**config.mk**
```make
export PLATFORM = sky130hd
export DESIGN_NAME = pwm_oc_channel
export DESIGN_NICKNAME = d
export VERILOG_FILES = /design/src/rtl/pwm_oc_pkg.sv /design/src/rtl/oc_fault_sync.sv /design/src/rtl/oc_duty_regs.sv /design/src/rtl/oc_wave.sv /design/src/rtl/pwm_oc_channel.sv
export SDC_FILE = /design/constraint.sdc
export NUM_CORES = 1
export LEC_CHECK = 0
export BUFFER_PORTS_ARGS = -buffer_cell sky130_fd_sc_hd__buf_2
export CORE_MARGIN = 5
export CORE_UTILIZATION = 45
export CTS_CLUSTER_DIAMETER = 100
export CTS_CLUSTER_SIZE = 40
export DETAILED_ROUTE_END_ITERATION = 7
export HOLD_SLACK_MARGIN = 0.1
export PLACE_DENSITY = 0.78
export SYNTH_ARGS = -nofsm -noshare
export SYNTH_HDL_FRONTEND = slang
export SYNTH_SLANG_ARGS = --single-unit
```
**constraint.sdc**
```tcl
create_clock -name clk -period 1.75 [get_ports clk]
set_clock_uncertainty 0.2 [all_clocks]
set_input_delay 0 -clock clk [delete_from_list [all_inputs] [get_ports clk]]
set_output_delay 0 -clock clk [all_outputs]
set_load 0.01 [all_outputs]
```
**src/rtl/pwm_oc_pkg.sv**
```systemverilog
package pwm_oc_pkg;
  typedef enum logic [2:0] {
    OC_OFF     = 3'b000,
    OC_PWM     = 3'b110,
    OC_PWM_FLT = 3'b111
  } oc_mode_e;

  localparam int CTRL_W  = 5;
  localparam int FLT_POS = 4;
endpackage

```
**src/rtl/oc_fault_sync.sv**
```systemverilog
module oc_fault_sync #(
  parameter int CH_IDX = 1
) (
  input  logic clk,
  input  logic rst,
  input  logic fault_a_n,
  input  logic fault_b_n,
  output logic raw_n,
  output logic sync_n
);
  localparam bit USE_B = (CH_IDX > 4);

  logic [1:0] stage_q;

  assign raw_n = USE_B ? fault_b_n : fault_a_n;

  always_ff @(posedge clk) begin
    if (rst) stage_q <= 2'b11;
    else     stage_q <= {stage_q[0], raw_n};
  end

  assign sync_n = stage_q[1];

  AST_SYNC_TWO_STAGE: assert property (@(posedge clk) disable iff (rst)
    $fell(stage_q[0]) |=> !sync_n);
endmodule

```
**src/rtl/oc_duty_regs.sv**
```systemverilog
module oc_duty_regs #(
  parameter int TW = 8
) (
  input  logic          clk,
  input  logic          rst,
  input  logic          period_end,
  input  logic          mode_off,
  input  logic          buf_we,
  input  logic [TW-1:0] buf_d,
  input  logic          act_we,
  input  logic [TW-1:0] act_d,
  output logic [TW-1:0] active_duty
);
  logic [TW-1:0] stage_q;
  logic [TW-1:0] act_q;

  always_ff @(posedge clk) begin
    if (rst) begin
      stage_q <= '0;
      act_q   <= '0;
    end else begin
      if (buf_we) stage_q <= buf_d;
      if (period_end)            act_q <= stage_q;
      else if (mode_off && act_we) act_q <= act_d;
    end
  end

  assign active_duty = act_q;

  AST_DUTY_COPY: assert property (@(posedge clk) disable iff (rst)
    period_end |=> active_duty == $past(stage_q));
  AST_DUTY_LOCKED: assert property (@(posedge clk) disable iff (rst)
    (!period_end && !mode_off) |=> $stable(active_duty));
endmodule

```
**src/rtl/oc_wave.sv**
```systemverilog
module oc_wave #(
  parameter int TW = 8
) (
  input  logic          clk,
  input  logic          rst,
  input  logic          pwm_on,
  input  logic [TW-1:0] timer,
  input  logic [TW-1:0] duty,
  output logic          wave
);
  always_ff @(posedge clk) begin
    if (rst)                wave <= 1'b0;
    else if (!pwm_on)       wave <= 1'b0;
    else if (timer == '0)   wave <= (duty != '0);
    else if (timer == duty) wave <= 1'b0;
  end

  AST_WAVE_START: assert property (@(posedge clk) disable iff (rst)
    (pwm_on && timer == '0 && duty != '0) |=> wave);
  AST_WAVE_ZERO: assert property (@(posedge clk) disable iff (rst)
    (pwm_on && timer == duty) |=> !wave);
endmodule

```
**src/rtl/pwm_oc_channel.sv**
```systemverilog
module pwm_oc_channel
  import pwm_oc_pkg::*;
#(
  parameter int TW     = 8,
  parameter int CH_IDX = 1
) (
  input  logic              clk,
  input  logic              rst,
  input  logic [TW-1:0]     timer_cnt,
  input  logic [TW-1:0]     period_cnt,
  input  logic              mode_we,
  input  logic [2:0]        mode_wdata,
  input  logic              dbuf_we,
  input  logic [TW-1:0]     dbuf_wdata,
  input  logic              duty_we,
  input  logic [TW-1:0]     duty_wdata,
  input  logic              fault_a_n,
  input  logic              fault_b_n,
  output logic              pwm_out,
  output logic              pwm_oe,
  output logic              irq,
  output logic [CTRL_W-1:0] ctrl_rd,
  output logic [TW-1:0]     duty_rd
);
  logic [2:0] mode_q;
  logic       flt_q;
  logic       irq_q;
  logic       fault_raw_n;
  logic       fault_sync_n;
  logic       pwm_on;
  logic       guarded;
  logic       period_end;
  logic       flt_detect;

  assign pwm_on     = (mode_q[2:1] == 2'b11);
  assign guarded    = (mode_q == OC_PWM_FLT);
  assign period_end = pwm_on && (timer_cnt == period_cnt);
  assign flt_detect = guarded && !fault_sync_n && !flt_q;

  oc_fault_sync #(.CH_IDX(CH_IDX)) u_sync (
    .clk      (clk),
    .rst      (rst),
    .fault_a_n(fault_a_n),
    .fault_b_n(fault_b_n),
    .raw_n    (fault_raw_n),
    .sync_n   (fault_sync_n)
  );

  oc_duty_regs #(.TW(TW)) u_duty (
    .clk        (clk),
    .rst        (rst),
    .period_end (period_end),
    .mode_off   (mode_q == OC_OFF),
    .buf_we     (dbuf_we),
    .buf_d      (dbuf_wdata),
    .act_we     (duty_we),
    .act_d      (duty_wdata),
    .active_duty(duty_rd)
  );

  oc_wave #(.TW(TW)) u_wave (
    .clk   (clk),
    .rst   (rst),
    .pwm_on(pwm_on),
    .timer (timer_cnt),
    .duty  (duty_rd),
    .wave  (pwm_out)
  );

  always_ff @(posedge clk) begin
    if (rst) begin
      mode_q <= OC_OFF;
      flt_q  <= 1'b0;
      irq_q  <= 1'b0;
    end else begin
      if (mode_we) mode_q <= mode_wdata;
      if (mode_we)         flt_q <= 1'b0;
      else if (flt_detect) flt_q <= 1'b1;
      irq_q <= period_end || (flt_detect && !mode_we);
    end
  end

  // Pad enable is combinational from the raw pin so shutdown needs no clock.
  assign pwm_oe  = pwm_on && !flt_q && !(guarded && !fault_raw_n);
  assign irq     = irq_q;
  assign ctrl_rd = {flt_q, 1'b0, mode_q};

  AST_OFF_QUIET: assert property (@(posedge clk) disable iff (rst)
    (mode_q == OC_OFF) |=> (!pwm_out && !irq));
  AST_IRQ_AT_END: assert property (@(posedge clk) disable iff (rst)
    period_end |=> irq);
  AST_FLT_SHUTDOWN: assert property (@(posedge clk) disable iff (rst)
    (guarded && !fault_raw_n) |-> !pwm_oe);
  AST_FLT_LATCH: assert property (@(posedge clk) disable iff (rst)
    (guarded && !fault_sync_n && !mode_we) |=> (ctrl_rd[FLT_POS] && !pwm_oe));
  AST_FLT_STICKY: assert property (@(posedge clk) disable iff (rst)
    (flt_q && !mode_we) |=> flt_q);
  AST_UNGUARDED_ENABLE: assert property (@(posedge clk) disable iff (rst)
    (mode_q == OC_PWM) |-> pwm_oe);
endmodule

```
* After elaboration in Yosys (flattened, before gate mapping)
Index checks and enable logic that the tools add are counted.
** Storage, ports and cells
- Flip-flop bits (word level) :: 24
- Bits in latches :: 0
- RAM bits :: 0
- ROM bits :: 0
- Input port bits :: 42
- Logic and storage cells :: 37
- Memories kept :: 0
** Operators by class
- Add/sub/neg operators :: 0
- Multipliers :: 0
- Divide/modulo/power cells :: 0
- Order comparisons :: 0
- Equal/unequal tests :: 4
- Shift operators :: 0
- Muxes and demuxes :: 4
- Bitwise operators :: 1
- Reductions and logical operators :: 21
** Operators with widths (number)
- == test 8 bit :: 2
- 2-to-1 mux 8 bit :: 2
- logical AND 1 bit :: 8
- zero test 8 bit :: 1
- nonzero test 8 bit :: 1
- zero test 1 bit :: 5
- nonzero test 2 bit :: 2
- OR reduction 2 bit :: 2
- == test 3 bit (second input constant) :: 1
- zero test 3 bit :: 1
- == test 2 bit (second input constant) :: 1
- 2-to-1 mux 1 bit :: 2
- logical OR 1 bit :: 1
- inverter 1 bit :: 1

* Longest topological paths before layout
Gate-level depths: netlist of the first run.
- Word-level depth :: 5
- Gate-level depth with buffers :: 5
- Gate-level depth less buffers :: 4

* Modules after synthesis
A second synthesis of the first run with hierarchy kept.
** Unflattened totals
- Cells, all modules :: 131
- Area, all modules :: 1326.3 µm²
** Modules (own cells, without submodules)
- oc_duty_regs :: instances 1, cells an instance 70, area an instance 789.5 µm², sequential area each 320.3 µm²
- pwm_oc_channel :: instances 1, cells an instance 36, area an instance 315.3 µm², sequential area each 100.1 µm²
- oc_wave :: instances 1, cells an instance 20, area an instance 161.4 µm², sequential area each 20.0 µm²
- oc_fault_sync :: instances 1, cells an instance 5, area an instance 60.1 µm², sequential area each 40.0 µm²

* Worst setup path after synthesis of the first run
Ideal clock, no wire load.
- Path kind :: reg2reg
- From :: reg mode_q[2]
- To :: reg u_duty.act_q[1] (netlist: u_duty.active_duty[1])
- Arrival time :: 1.293 ns
- Data required time :: 1.470 ns
- Slack :: 0.177 ns
- Stages on the path, launching flop included :: 5
- Buffers on the path :: 1
- Period minus slack after synthesis :: 1.573 ns
- Path through :: dfxtp_1 nand3_2 or3_1 buf_6 a211oi_2
** On the way
- Cells in the longest elaborated chain, start to end :: 3
- Elaborated cells between the ends (all ways) :: 6
** RTL lines
- from (decl) :: line pwm_oc_channel.sv:25 : logic [2:0] mode_q;
- from (signal assigned) :: line pwm_oc_channel.sv:76 : if (mode_we) mode_q <= mode_wdata;
- == test 2 bit / zero test 3 bit (equally long branches) :: line pwm_oc_channel.sv:35, pwm_oc_channel.sv:53
- logical AND 1 bit (on tied branches) :: line pwm_oc_channel.sv:37, oc_duty_regs.sv:24
- 2-to-1 mux 8 bit / nonzero test 2 bit (equally long branches)
- to (signal assigned) :: line oc_duty_regs.sv:23 : if (period_end) act_q <= stage_q;
- to (signal assigned) :: line oc_duty_regs.sv:24 : else if (mode_off && act_we) act_q <= act_d;
- to (decl) :: line oc_duty_regs.sv:15 : logic [TW-1:0] act_q;
Parallel ways exist; a longest one is shown, timed or not.
A chain may end at the register's enable or synchronous reset.

* Worst setup path after layout of the first run
- From :: in rst
- To :: reg u_sync.stage_q[0]
** RTL lines
- from (decl) :: line pwm_oc_channel.sv:8 : input logic rst,
- to (signal assigned) :: line oc_fault_sync.sv:19 : else stage_q <= {stage_q[0], raw_n};
- to (decl) :: line oc_fault_sync.sv:13 : logic [1:0] stage_q;
No word-level cell between the ends.

==> results of run 1 <==
[registers in the layout, summed over array words and instances, names as in the netlist]
name                count
flt_q                   1
irq                     1
mode_q                  3
u_duty.active_duty      8
u_duty.stage_q          8
u_sync.stage_q          2
u_wave.wave             1
[through the flow]
step	hold slack, ns	power (mW)	setup slack [ns]	cell area [µm²]
5_1_grt	0.122	1.28	0.0399	2050
3_5_place_dp	0.0194	0.851	0.118	1520
3_3_place_gp	0.0218	0.841	0.176	1520
2_1_floorplan	-0.135	0.749	0.177	1220
6_report	0.0935	1.23	0.0600	2050
4_1_cts	0.108	1.22	0.0289	2000
[cell usage after synthesis (all sizes together), types with 3 or more instances]
cell	count
a211oi	9
buf	4
clkbuf	4
dfxtp	24
mux2i	19
nand4	3
nor2	12
nor4	12
xnor2	16
[routing by layer]
layer	routed length [µm]	vias to the layer above	GRT usage (%)
met1	1520	584	22.3
met5	0	-	0
met3	298	8	2.07
met4	71	0	7.27
li1	-	646	-
met2	2110	52	38.5
[what timing repair did]
item	in CTS	in global routing
hold endpoints to repair	24	9
setup endpoints to repair	0	2
hold buffers	44	5
gates resized for setup	0	1
[worst max-delay path, stage by stage]
cell and delay (ns):
dlygate4sd3_1 0.53, buf_2 0.28, or2_2 0.33, dlygate4sd3_1 0.55
[cell type report]
| type | instances | area (µm²) | share of cell area [%] |
|---|---|---|---|
| clock buffers | 4 | 36.3 | 1.77 |
| well taps | 30 | 37.5 | 1.83 |
| repair buffers | 108 | 796 | 38.7 |
| flip-flops and latches | 24 | 480 | 23.4 |
| multi-input cells | 88 | 704 | 34.3 |
[worst max-delay path by stage]
stage / from / endpoint / slack (ns)
after floorplan: mode_q[2] / u_duty.active_duty[1] / 0.18
after global placement: mode_q[2] / u_duty.active_duty[0] / 0.18
after detailed placement: mode_q[2] / u_duty.active_duty[6] / 0.12
after CTS: timer_cnt[6] / u_duty.active_duty[6] / 0.03
after global routing: period_cnt[3] / u_duty.active_duty[0] / 0.04
final: rst / u_sync.stage_q[0] / 0.06
[where the power goes]
part | internal (mW) | switching, mW | total (mW)
combinational | 0.203 | 0.134 | 0.337
sequential | 0.576 | 0.0298 | 0.606
clock | 0.127 | 0.157 | 0.284
total | 0.905 | 0.321 | 1.23
[cells in the final DEF (no fill, tap or decap), types with 2 or more instances in the layout]
cell type,n
clkbuf_4,3
nand3_2,2
nor4_1,12
nor3_1,2
a211oi_2,8
buf_4,4
or2_2,2
mux2i_1,19
dfxtp_1,24
nand4_1,2
dlygate4sd3_1,49
xnor2_1,16
nor2_1,12
buf_2,55
nand2_1,2
[cells by family after synthesis]
| logic type | count (synthesis) | share of synthesized area (%) |
|---|---|---|
| flops | 24 | 39.4 |
| xor+xnor | 16 | 11.5 |
| mux | 19 | 15.6 |
| compound gates | 12 | 10.5 |
| simple gates | 40 | 19.0 |
| other cells | 1 | 0.307 |
| buf+inv | 8 | 3.79 |
==> results.yml, run 1 <==
outcome:
  status: "completed"
logic_synthesis:
  yosys.cell_types.count: 26
  synth_area_leaders: "dfxtp_1 39%, mux2i_1 16%, xnor2_1 11%, a211oi_2 8.2%, nor4_1 6.2%"
  synth_nets: 162
  avgSynthCellArea_um2: 10.2
  synth_ff_type: "dfxtp_1"
  seq_area_frac_synth_pct: 39.4
  synth_top_area_share_pct: 39.4
  yosys.area.top_type: "dfxtp_1"
  ys_ff_latch: 24
  syn_inst: 120
  syn_area_mm2: 0.00122
  yosys_warnings: 0
  synth_enable_flop_cells: 0
  async_reset_ff_share_pct: 0
placed_design:
  port_buffers: 55
  dp.cells: 201
  gp_congestion: 0.843
  dp_hpwl_um: 2460
timing:
  slew_viol_final: 0
  clock.fmax_ghz: 0.592
  hold_viol: 0
  setup_viol: 0
  fin_crit_sh_pct: 96.6
  rsz0062_at_grt: "no"
  fin_crit_ns: 1.69
  tns_ns: 0
grt:
  antenna_found_initial: 0
  grt.total_usage_pct: 20.0
  grt_pass1_vias: 1228
  grt_pass1_wl_um: 5640
  grt_overflow_total: 0
  grt_max_degree: 25
critical_path:
  rr_startpoint: "mode_q[0]"
  crit_fanout: 24
  required_ns: 1.76
  path_class: "in -> reg"
  start_kind: "primary input"
  r2r_setup_slack_ns: 0.16
  cp.arrival_ns: 1.70
  cp-end-kind: "flip-flop"
  r2r_cells: 4
  r2r_end: "u_duty.active_duty[6]"
cts:
  clk_pin_slew_worst_paths_ns: 0.12
  ctsRootBufferMaster: "clkbuf_4"
  postCtsSetupRepairBufs: 0
  htreeDepth: 1
  numClockSinks: 24
  cts_tree: "yes"
  worstSkewPairLatency_ns: 0.30
  numCtsBuffers: 3
  clockBufferDepth: 2
pwr:
  p_per_area_mw_per_mm2: 597
  max-vdd-ir-drop_mv: 0.559
  leakagePower_nw: 0.866
floorplanning:
  io_pins: 58
  initial_core_util_pct: 47.9
  die_w_um: 62.1
  rows: 18
  design.die.area_mm2: 0.00385
  die_h_um: 62.1
  coreArea_mm2: 0.00254
cells_and_area:
  fin_nets: 267
  n_fill_cell: 153
  drive_above_1_share_pct: 34.8
  fin_cells: 254
  final_util_pct: 80.7
  synthToLayoutAreaGrowth_pct: 68.4
  n_antenna_cell: 0
routing:
  routed_wl_um: 3990
  via_per_inst: 5.08
  ant_nets: 0
  wl_per_cell_um: 15.7
  vias: 1290
  drt_iter0_markers: 73
  remaining_drc_errors: 0
  dr.pass1.iters: 4
job:
  cap_violations: 0
min_path:
  hold_path_startpoint: "period_cnt[5]"
  min_path_cells: 5
  min_path_type: "in -> reg"
  holdPathEnd: "irq"
(Power assumes the default switching activity.)
==> inputs of run 2 (changes only) <==
Settings changed: CORE_UTILIZATION 45 to 47, CTS_BUF_LIST set to sky130_fd_sc_hd__clkbuf_4, PLACE_DENSITY 0.78 to 0.81.
==> run 2 against run 1 <==
Effect of this change: non-clock buffer count rose by 1; critical endpoint unchanged; clock power fell by 12%; global-route usage rose by 1.6 points; register-to-register slack barely moved.
==> results.yml, run 2 (synthesis gave the netlist of run 1 again) <==
pwr:
  leakagePower_nw: 0.870
  p_per_area_mw_per_mm2: 581
  power_mw: 1.19
  max-vdd-ir-drop_mv: 0.576
critical_path:
  start_kind: "primary input"
  crit_fanout: 24
  required_ns: 1.77
  cp.arrival_ns: 1.71
  path_class: "in -> reg"
  cp-end-kind: "flip-flop"
cells_and_area:
  synthToLayoutAreaGrowth_pct: 68.4
  final_cell_mix: "55 x buf_2, 50 x dlygate4sd3_1, 24 x dfxtp_1"
  n_fill_cell: 141
  n_antenna_cell: 0
  final_common_cell: "buf_2"
  drive_above_1_share_pct: 34.2
  fin_nets: 268
  fin_cells: 255
cts:
  ctsRootBufferMaster: "clkbuf_4"
  postCtsSetupRepairBufs: 0
  numClockSinks: 24
  clockBufferDepth: 2
  cts_tree: "yes"
  htreeDepth: 1
  worstSkewPairLatency_ns: 0.32
  numCtsBuffers: 3
  clk_pin_slew_worst_paths_ns: 0.13
timing:
  setup_viol: 0
  tns_ns: 0
  fin_crit_ns: 1.69
  clock.fmax_ghz: 0.593
  fin_crit_sh_pct: 96.4
  rsz0062_at_grt: "no"
  slew_viol_final: 0
  hold_viol: 0
  setup_ws_ns: 0.0632
routing:
  drt_iter0_markers: 43
  via_per_inst: 5.23
  remaining_drc_errors: 0
  ant_nets: 0
  dr.pass1.iters: 4
  wl_per_cell_um: 15.4
  vias: 1334
  routed_wl_um: 3930
floorplanning:
  initial_core_util_pct: 49.2
  design.die.area_mm2: 0.00371
  rows: 18
  die_w_um: 60.9
  coreArea_mm2: 0.00248
  die_h_um: 60.9
  io_pins: 58
min_path:
  min_path_type: "in -> reg"
grt:
  grt_pass1_vias: 1370
  grt_overflow_total: 0
  grt.total_usage_pct: 21.6
  grt_pass1_wl_um: 6020
  grt_max_degree: 25
  antenna_found_initial: 0
placed_design:
  dp_hpwl_um: 2470
  gp_congestion: 0.836
  port_buffers: 55
  dp.cells: 201
  post-place-ws_ns: 0.141
outcome:
  status: "completed"
job:
  cap_violations: 0
==> run 2: cell types whose count changed in the layout (fill, tap and decap cells not counted) <==
cell           change
clkbuf_8           -1
dlygate4sd3_1      +1
clkinv_1           +1
==> run 2: per-stage QoR <==
step	hold WS [ns]	cell area (µm²)	utilization [%]
floorplan	-0.135	1220	-
global placement	0.00771	1520	61.5
detailed placement	0.0105	1520	61.5
CTS	0.111	1980	79.9
global route	0.0887	2050	82.9
finish	0.0595	2050	82.9
==> run 2: path summary, 6_finish.rpt <==
kind                           from                    end  slack (ns)  cells past startpoint
setup reg to reg          mode_q[0]  u_duty.active_duty[6]        0.16                      4
hold reg to reg   u_sync.stage_q[0]      u_sync.stage_q[1]        0.23                      1
hold / removal        period_cnt[5]                    irq        0.06                      5
setup / recovery                rst      u_sync.stage_q[0]        0.06                      4
==> run 2: power by group <==
part           switching, mW  leakage [nW]  total [mW]  internal (mW)
combinational          0.134         0.657       0.337          0.203
sequential            0.0296         0.197       0.605          0.576
clock                  0.167        0.0154       0.250         0.0837
total                  0.330         0.870        1.19          0.862
==> run 2: critical path, cell delays in order <==
cell and delay (ns):
dlygate4sd3_1 0.54, buf_2 0.28, or2_2 0.33, dlygate4sd3_1 0.55
==> run 2: repair_timing <==
item	4_1_cts	5_1_grt
gates resized for setup	0	1
endpoints found under the setup margin	0	9
endpoints found under the hold margin	24	9
hold buffers	43	7
==> run 2: cell type report <==
type                    count  area, µm²  share of cell area (%)
flip-flops and latches     24        480                    23.4
clock inverters             1       3.75                   0.183
repair buffers            109        806                    39.2
well taps                  30       37.5                    1.83
clock buffers               3       22.5                    1.10
multi-input cells          88        704                    34.3
==> run 2: routing by layer <==
metal  wire (µm)  vias to the layer above  GRT usage (%)  share of wire (%)
li1            -                      648              -                  -
met1        1560                      623           25.7                 40
met2        2020                       57           38.5                 51
met3         279                        6           2.55                7.1
met4          65                        0           9.91                1.7
met5           0                        -              0                  0
